[config.mk]
export PLATFORM = sky130hd
export DESIGN_NAME = rx_byte_queue
export DESIGN_NICKNAME = d
export VERILOG_FILES = /design/src/rtl/rxq_pkg.sv /design/src/rtl/rxq_store.sv /design/src/rtl/rxq_ctrl.sv /design/src/rtl/rx_byte_queue.sv
export SDC_FILE = /design/constraint.sdc
export NUM_CORES = 1
export LEC_CHECK = 0
export BUFFER_PORTS_ARGS = -buffer_cell sky130_fd_sc_hd__buf_2
export CORE_AREA = 8 8 84 86
export CTS_CLUSTER_SIZE = 40
export DETAILED_ROUTE_END_ITERATION = 10
export DIE_AREA = 0 0 92 94
export GPL_TIMING_DRIVEN = 0
export PLACE_DENSITY_LB_ADDON = 0.2
export REMOVE_ABC_BUFFERS = 1
export SLEW_MARGIN = 20
export SYNTH_ARGS = -nofsm -noshare
export SYNTH_HDL_FRONTEND = slang
export SYNTH_SLANG_ARGS = --single-unit
[constraint.sdc]
create_clock -name clk -period 3 [get_ports clk]
set_input_delay 0.3 -clock clk [delete_from_list [all_inputs] [get_ports clk]]
set_output_delay 0.3 -clock clk [all_outputs]
set_load 0.005 [all_outputs]
[src/rtl/rxq_pkg.sv]
package rxq_pkg;
  typedef enum logic [1:0] {
    WR_NONE    = 2'd0,
    WR_APPEND  = 2'd1,
    WR_REPLACE = 2'd2
  } wr_act_e;
endpackage

[src/rtl/rxq_store.sv]
module rxq_store #(
  parameter int DATA_W = 8,
  parameter int DEPTH  = 4,
  localparam int PTR_W = (DEPTH > 1) ? $clog2(DEPTH) : 1
) (
  input  logic              clk,
  input  logic              wr_en,
  input  logic [PTR_W-1:0]  wr_addr,
  input  logic [DATA_W-1:0] wr_data,
  input  logic [PTR_W-1:0]  rd_addr,
  output logic [DATA_W-1:0] rd_data
);
  // Plain array without reset so the tools may map it to RAM.
  logic [DATA_W-1:0] mem [DEPTH];

  always_ff @(posedge clk) begin
    if (wr_en) mem[wr_addr] <= wr_data;
  end

  assign rd_data = mem[rd_addr];
endmodule

[src/rtl/rxq_ctrl.sv]
module rxq_ctrl
  import rxq_pkg::*;
#(
  parameter int DEPTH  = 4,
  localparam int PTR_W = (DEPTH > 1) ? $clog2(DEPTH) : 1,
  localparam int CNT_W = $clog2(DEPTH + 1)
) (
  input  logic             clk,
  input  logic             rst,
  input  logic             rx_en,
  input  logic             push_valid,
  input  logic             brk_evt,
  input  logic             pop,
  input  logic             flush,
  output logic             push_ready,
  output logic             wr_en,
  output logic [PTR_W-1:0] wr_addr,
  output logic [PTR_W-1:0] rd_addr,
  output logic             not_empty,
  output logic             full,
  output logic             brk_flag
);
  localparam logic [PTR_W-1:0] LAST_PTR = PTR_W'(DEPTH - 1);
  localparam logic [CNT_W-1:0] FULL_CNT = CNT_W'(DEPTH);

  logic [PTR_W-1:0] wr_ptr_q, rd_ptr_q, wr_ptr_n, rd_ptr_n, wr_prev;
  logic [CNT_W-1:0] cnt_q, cnt_n;
  logic             ne_q, full_q, brk_q;
  logic             push_acc, pop_acc, ingest;
  wr_act_e          act;

  assign push_ready = rx_en && !full_q && !brk_evt;
  assign push_acc   = push_valid && push_ready;
  assign pop_acc    = pop && (cnt_q != '0);
  assign ingest     = push_acc || brk_evt;

  always_comb begin
    if (flush || !ingest)         act = WR_NONE;
    else if (full_q && !pop_acc)  act = WR_REPLACE;
    else                          act = WR_APPEND;
  end

  assign wr_prev = (wr_ptr_q == '0) ? LAST_PTR : wr_ptr_q - 1'b1;
  assign wr_addr = (act == WR_REPLACE) ? wr_prev : wr_ptr_q;
  assign wr_en   = (act != WR_NONE);
  assign rd_addr = rd_ptr_q;

  always_comb begin
    wr_ptr_n = wr_ptr_q;
    rd_ptr_n = rd_ptr_q;
    cnt_n    = cnt_q;
    if (flush) begin
      wr_ptr_n = '0;
      rd_ptr_n = '0;
      cnt_n    = '0;
    end else begin
      if (act == WR_APPEND)
        wr_ptr_n = (wr_ptr_q == LAST_PTR) ? '0 : wr_ptr_q + 1'b1;
      if (pop_acc)
        rd_ptr_n = (rd_ptr_q == LAST_PTR) ? '0 : rd_ptr_q + 1'b1;
      cnt_n = cnt_q + CNT_W'(act == WR_APPEND) - CNT_W'(pop_acc);
    end
  end

  always_ff @(posedge clk) begin
    if (rst) begin
      wr_ptr_q <= '0;
      rd_ptr_q <= '0;
      cnt_q    <= '0;
      ne_q     <= 1'b0;
      full_q   <= 1'b0;
      brk_q    <= 1'b0;
    end else begin
      wr_ptr_q <= wr_ptr_n;
      rd_ptr_q <= rd_ptr_n;
      cnt_q    <= cnt_n;
      ne_q     <= (cnt_n != '0);
      full_q   <= (cnt_n == FULL_CNT);
      brk_q    <= brk_evt;
    end
  end

  assign not_empty = ne_q;
  assign full      = full_q;
  assign brk_flag  = brk_q;
endmodule

[src/rtl/rx_byte_queue.sv]
module rx_byte_queue #(
  parameter int DATA_W = 8,
  parameter int DEPTH  = 4
) (
  input  logic              clk,
  input  logic              rst,
  input  logic              rx_en,
  input  logic              push_valid,
  input  logic [DATA_W-1:0] push_data,
  output logic              push_ready,
  input  logic              brk_evt,
  input  logic              pop,
  input  logic              flush,
  output logic [DATA_W-1:0] head_data,
  output logic              not_empty,
  output logic              full,
  output logic              brk_flag
);
  localparam int PTR_W = (DEPTH > 1) ? $clog2(DEPTH) : 1;

  logic              wr_en;
  logic [PTR_W-1:0]  wr_addr, rd_addr;
  logic [DATA_W-1:0] wr_data, rd_data;

  assign wr_data = brk_evt ? '0 : push_data;

  rxq_ctrl #(.DEPTH(DEPTH)) u_ctrl (
    .clk        (clk),
    .rst        (rst),
    .rx_en      (rx_en),
    .push_valid (push_valid),
    .brk_evt    (brk_evt),
    .pop        (pop),
    .flush      (flush),
    .push_ready (push_ready),
    .wr_en      (wr_en),
    .wr_addr    (wr_addr),
    .rd_addr    (rd_addr),
    .not_empty  (not_empty),
    .full       (full),
    .brk_flag   (brk_flag)
  );

  rxq_store #(.DATA_W(DATA_W), .DEPTH(DEPTH)) u_store (
    .clk     (clk),
    .wr_en   (wr_en),
    .wr_addr (wr_addr),
    .wr_data (wr_data),
    .rd_addr (rd_addr),
    .rd_data (rd_data)
  );

  assign head_data = not_empty ? rd_data : '0;
endmodule

==> metrics, run 1 <==
starting density of the core=33.38%; post-synthesis mux area share=between 10 and 15%; area share of the largest cell type after synthesis=roughly 50%; Crit. End Element=flip-flop; total grt overflow=0; Top Layer Used=met4; min-delay worst type=in -> reg; Filler Cell Count=578; post-DR wirelength/cell=around 16 um; Pins Over Slew Limit=0; PostCTS Resize Cnt=0; Area contributors post-synth=edfxtp_1 50%, dfxtp_1 13%, mux4_2 9.4%; routed wire length=3686 um; Adder-Cell Fraction of Synth Area=4.305%; DR vias/cell=~4.6; I/O pins=27; Sum Neg Setup Slack=0 ps; DRC Markers=0; Final Critical Period=between 2000 and 2500 ps; Simple-Gate Fraction of Synth Area=12.13%; Worst path most repeated cell=inv_1; routed via count=between 1000 and 1500; Distinct cells, synth=30; Post-Syn Area=1918 um2; placed cells=about 220; initial antenna violation count=0; Post-DRT Antenna Nets=0; Yosys reg bits=44; critical path's slowest cell=o31ai_4; CP Launch Type=flip-flop; CTS Buf Count=5; relative slew slack=34.14%; First-pass DRT Iterations=4; die area=8648 um2; Final period util=81.70%; cts hold-fix bufs=0; leakage=about 0.84 nW; CTS sink cnt=44; data required time of the critical path=approximately 3200 ps; leading area contributor after synthesis=edfxtp_1; Rows=28; delay of the slowest critical-path stage=approximately 540 ps; Power Density=approximately 540 nW/um2; HPWL after DPL=2574 um; metal2 WL=approximately 1800 um; critical-path maximum fanout=13; Setup violations, final=0; largest net degree at the start of global routing=15; Final Hold Fails=0; crit path kind=reg -> reg; die outline width=92 um; gr usage total=a little under a tenth; fin nets=approximately 180; Seq/Total Area, Yosys=62.62%; RSZ-0062 raised after global routing=no; Fmax=between 0.4 and 0.5 GHz; Final Non-Filler Cells=about 230; clk root buf=clkbuf_8; share of cells above drive strength 1=28.85%; Port Buf Inserts=26; syn avg cell area=15.10 um2; GPL Wtd Cong=roughly 0.77; DRT iter0 DRCs=between 60 and 70; peak supply drop=around 0.00023 V; setup bufs post-CTS=0; Synth Area in Compound Gates=roughly 6.1%; crit-path cells=o31ai_4 > inv_1 > ha_1 > inv_1 > ha_1 > inv_1 > fa_1 > nor2b_1 > a21oi_1; largest family of logic cells by synthesized area=simple AND/OR/NAND/NOR gates; # Max-Cap Violations=0; CTS clk-pin slew, worst paths=80 ps; M1 wire length=1658 um; H-tree depth=2; Layout area overhead=14.94%; CTS tree=yes; die height=94 um; Final Skew=~6.6 ps; post-synthesis xor/xnor area fraction=under 10%; arrival time at the worst endpoint=2630 ps; first-pass GRT wire length=5927 um; R2R Setup Slk=~550 ps; clk_lat worst skew=about 300 ps; cell count after synthesis=roughly 130; maximum root-to-sink buffer count=2; core box area=5746 um2; wire length on met3=153 um; ant diodes=0; vias in the first global route=1175; worst-margin pin slew=between 900 and 1000 ps; Ys Warns=0; outcome=completed
-- per-stage QoR --
| stage | util (%) | worst slack (ps) | hold WS (ps) | area, um2 | total power, mW |
|---|---|---|---|---|---|
| after floorplan | - | 769.3 | 366.7 | 1893 | 0.7979 |
| after global placement | 36.85 | 599.8 | 476.8 | 2117 | 0.8472 |
| after detailed placement | 36.85 | 557.0 | 488.1 | 2117 | 0.8548 |
| after CTS | 38.37 | 531.2 | 169.1 | 2205 | 1.215 |
| after global routing | 38.37 | 353.6 | 174.5 | 2205 | 1.256 |
| final | 38.37 | 549.0 | 175.4 | 2205 | 1.198 |
-- cells by family after synthesis --
group	count (synthesis)
buf+inv	12
compound gates	14
fa+ha+maj	6
simple gates	39
mux	11
flops	44
xor+xnor	1
-- critical path, delay by kind of cell, from the launching register on --
kind                     cells  cell delay, ps
AO/OA/AOI/OAI                2             630
adder cells (fa/ha/maj)      3             930
buffers and inverters        3             210
flip-flops                   1             380
AND/OR/NAND/NOR              1             190
-- sequential cells by signal (all words and copies together), names as in the netlist, named ones only --
name	flops
u_ctrl.cnt_q	3
u_store.mem	32
u_ctrl.full	1
u_ctrl.not_empty	1
u_ctrl.wr_ptr_q	2
u_ctrl.brk_flag	1
u_ctrl.rd_addr	2
-- Yosys cell counts (all sizes together) --
cell    number
fa           1
a21oi        6
a211o        4
mux2i        3
xnor3        1
mux4         8
or2          1
ha           5
nor2b        3
o21a         1
nand4        3
and2b        7
nand3b       1
nor3b        1
and2         9
dfxtp       12
inv          7
buf          2
clkbuf       3
edfxtp      32
o31ai        1
nand2        4
nor2         6
or3          2
a21o         1
nand2b       1
a221oi       1
nand4b       1
-- path summary, 6_finish.rpt --
path                                   from                           to  depth (start not counted)
max reg2reg      u_ctrl.cnt_q[1]$_SDFF_PP0_  u_ctrl.not_empty$_SDFF_PP0_                          9
min                                     rst   u_ctrl.brk_flag$_SDFF_PP0_                          2
min reg2reg  u_ctrl.rd_addr[0]$_SDFFE_PP0P_                    flip-flop                          2
max              u_ctrl.cnt_q[1]$_SDFF_PP0_  u_ctrl.not_empty$_SDFF_PP0_                          9
-- cell type report --
cell class / instances / area [um2] / area share (%)
clock buffer: 5 / 68.82 / 3.121
clock inverter: 3 / 18.77 / 0.8513
inverter: 7 / 26.28 / 1.192
multi-input combinational: 71 / 665.6 / 30.19
sequential: 44 / 1201 / 54.48
tap: 75 / 93.84 / 4.257
timing repair buffer: 26 / 130.1 / 5.902
-- cells in the final DEF, fill, tap and decap left out, drive strengths merged --
| cell type | n |
|---|---|
| nand4b | 1 |
| a211o | 4 |
| a221oi | 1 |
| nor3b | 1 |
| mux2i | 3 |
| nand3b | 1 |
| nand2 | 4 |
| a21o | 1 |
| buf | 26 |
| clkinv | 3 |
| mux4 | 8 |
| or2 | 1 |
| nand4 | 3 |
| nor2b | 3 |
| nand2b | 1 |
| inv | 7 |
| clkbuf | 5 |
| o31ai | 1 |
| nor2 | 6 |
| ha | 5 |
| edfxtp | 32 |
| xnor3 | 1 |
| or3 | 2 |
| dfxtp | 12 |
| and2 | 9 |
| and2b | 7 |
| fa | 1 |
| a21oi | 6 |
| o21a | 1 |
-- routing by layer --
layer | vias up | track usage (%)
li1 | 523 | -
met1 | 519 | 10.14
met2 | 22 | 15.67
met3 | 6 | 3.357
met4 | 0 | 4.430
met5 | - | 0
-- report_power, final --
group | leakage [nW] | switching (mW) | internal (mW)
clock network | 0.0479 | 0.200 | 0.162
logic | 0.396 | 0.0660 | 0.0707
registers | 0.394 | 0.0241 | 0.676
No activity file was read; power rests on OpenSTA's default activity.
==> run 2, diff against run 1 <==
ABC_AREA = 1   (was not set)
CORE_AREA = 8 8 85 87   (was 8 8 84 86)
DIE_AREA = 0 0 93 95   (was 0 0 92 94)
clock period = 2 ns   (was 3 ns; I/O delays follow)
==> metrics, run 2 <==
outcome=completed; commonest non-fill, non-tap cell in the layout=nor2_1; peak supply drop=0.0003568 V (+57%); min-delay worst type=in -> reg; Pins Over Slew Limit=0 (unchanged); Filler Cell Count=596 (+3.1%); commonest non-fill, non-tap cells in the layout=52 x nor2_1, 32 x edfxtp_1, 26 x buf_2; H-tree depth=2 (unchanged); Crit. End Element=flip-flop; Worst path most repeated cell=inv_2; crit path kind=reg -> reg; max FFs per register=32 (unchanged); CTS sink cnt=44 (unchanged); WP buf/inv=4 (+1); crit-path cells=inv_2 > nand3_2 > nand2_2 > inv_2 > ha_4 > inv_4 > ha_4 > inv_2 > fa_2 > nor2_2 > nor2_1 > nand2_1; CP top delay family=adder cells; leading area contributor after synthesis=edfxtp_1; Placement Cell Area=2180 um2 (+3.0%); first-pass GRT wire length=6589 um (+11%); number of synthesized flops with an enable pin=32 (unchanged); fin area=2432 um2 (+10%); count leader, synth=nor2_1; I/O pins=27 (unchanged); placed cells=296 (+33%); Final period util=95.80% (+14 points); combinational share of power=13.2% (+1.8 points); routed wire length=4032 um (+9.4%); Final Hold Fails=0 (unchanged); Area contributors post-synth=edfxtp_1 48%, dfxtp_1 12%, nor2_1 11%; die outline width=93 um (+1.1%); Distinct cells, synth=27 (-10%); Final Critical Period=1916 ps (-535.0 ps); CTS clk-pin slew, worst paths=80 ps (about the same); clk root buf=clkbuf_8; relative slew slack=67.04% (+33 points); RSZ-0062 raised after global routing=yes; DR vias/cell=4.427 (-4.4%); cts hold-fix bufs=0 (unchanged); data required time of the critical path=2180 ps (-1000 ps); starting density of the core=34.12% (+0.74 points); Final Skew=6.902 ps (+0.3259 ps); initial antenna violation count=0 (unchanged); register area=1209 um2 (+0.63%); total grt overflow=0 (unchanged); worst setup margin=83.98 ps (-465.0 ps); post-DR wirelength/cell=13.05 um (-18%); Final Non-Filler Cells=309 (+34%); clock share of power=37.7% (+7.5 points); Seq/Total Area, Yosys=60.53% (-2.1 points); Ys Warns=0 (unchanged); share of cells above drive strength 1=29.91% (+1.1 points); Int Power=1.627 mW (+79%); share of flip-flops with an asynchronous set or reset=0% (unchanged); syn avg cell area=9.922 um2 (-34%); Synth top cells by count=57 x nor2_1, 32 x edfxtp_1, 25 x inv_1; critical path's slowest cell=fa_2; GPL Wtd Cong=0.7418 (-3.7%); critical-path maximum fanout=3 (-10); Sw Ratio=22.58% (-1.6 points); cell count after synthesis=200 (+57%); Post-Syn Area=1984 um2 (+3.5%); Layout area overhead=22.57%; DRC Markers=0 (unchanged); delay of the slowest critical-path stage=540 ps (about the same); DP Worst Slack=-152.4 ps (-709.4 ps); sequential power share=49.0% (-9.4 points); HPWL after DPL=2739 um (+6.4%); vias in the first global route=1346 (+15%); clk_lat worst skew=290 ps (about the same); Post-DRT Antenna Nets=0 (unchanged); worst-margin pin slew=493.9 ps (-494.0 ps); gr usage total=9.725% (+0.46 points); Port Buf Inserts=26 (unchanged); core box area=5816 um2 (+1.2%); routed via count=1368 (+28%); area of the multi-input gates=694.4 um2 (+4.3%); DRT iter0 DRCs=74 (+10%); WHS=94.14 ps (-81.30 ps); CTS Buf Count=5 (unchanged); Fmax=0.5219 GHz (+28%); area share of the largest cell type after synthesis=48.42% (-1.7 points); CP Launch Type=flip-flop; Sum Neg Setup Slack=0 ps (unchanged); First-pass DRT Iterations=4 (unchanged); leakage=1.021 nW (+22%); Power Density=864.0 nW/um2 (+59%); arrival time at the worst endpoint=2090 ps (-540 ps); Yosys reg bits=44 (unchanged); maximum root-to-sink buffer count=2 (unchanged); CTS tree=yes; die height=95 um (+1.1%); Post-synth top flop=edfxtp_1; Regs by FF count=u_store.mem x32, u_ctrl.cnt_q x3; # Max-Cap Violations=0 (unchanged); Biggest register=u_store.mem; net switching power=0.4745 mW (+64%); Setup violations, final=0 (unchanged); largest net degree at the start of global routing=18 (+3); die area=8835 um2 (+2.2%); ant diodes=0 (unchanged); Rows=28 (unchanged); fin nets=254 (+44%)
[run 2: layer usage]
metal / track usage, % / share of wire, %
met5: 0 / 0
met4: 2.819 / 0.94
met3: 2.857 / 5.1
met2: 15.68 / 47
met1: 12.34 / 47
[run 2: per-stage QoR]
step	total power, mW	utilization [%]
global route	2.204	41.82
floorplan	1.196	-
detailed placement	1.290	37.48
CTS	2.108	41.05
finish	2.101	41.82
global placement	1.284	37.48
[run 2: final timing paths]
check | from | endpoint | depth (start not counted) | slack, ps
hold / removal | rst | u_ctrl.brk_flag$_SDFF_PP0_ | 2 | 90
hold reg to reg | u_ctrl.rd_addr[1]$_SDFFE_PP0P_ | flip-flop | 2 | 500
setup reg to reg | u_ctrl.cnt_q[1]$_SDFF_PP0_ | u_ctrl.not_empty$_SDFF_PP0_ | 12 | 80
setup / recovery | u_ctrl.cnt_q[1]$_SDFF_PP0_ | u_ctrl.not_empty$_SDFF_PP0_ | 12 | 80
[run 2: kinds of logic after synthesis]
| logic type | Yosys count | synth area share, % |
|---|---|---|
| simple gates | 79 | 17.66 |
| flops | 44 | 60.53 |
| fa+ha+maj | 6 | 4.161 |
| buf+inv | 36 | 7.502 |
| compound gates | 35 | 10.15 |
[run 2: cell type report]
cell class	count	area share, %
Clock inverter	2	2.469
Inverter	31	5.041
Clock buffer	6	2.984
Timing Repair Buffer	31	7.407
Multi-Input combinational cell	120	28.55
Tap cell	75	3.858
Sequential cell	44	49.69
[run 2: power groups by stage]
stage / clock (mW) / sequential [mW] / combinational, mW
after floorplan: 0 / 1.05 / 0.147
after global placement: 0 / 1.05 / 0.232
after detailed placement: 0 / 1.05 / 0.237
after CTS: 0.807 / 1.03 / 0.271
after global routing: 0.855 / 1.03 / 0.314
final: 0.793 / 1.03 / 0.278
[run 2: worst register-to-register path, delay by kind of cell, from the launching register on]
| family | cells | cell delay (ps) |
|---|---|---|
| and+or+nand+nor | 5 | 380 |
| adders and majority gates | 3 | 870 |
| DFF | 1 | 350 |
| buffers and inverters | 4 | 200 |
[run 2: timing repair]
action | 4_1_cts | 5_1_grt
setup endpoints to repair | 30 | 13
pin swaps | 6 | 6
buffers inserted | 4 | 1
gates resized for setup | 15 | 7
cloned | 0 | 0
hold endpoints to repair | 0 | 0
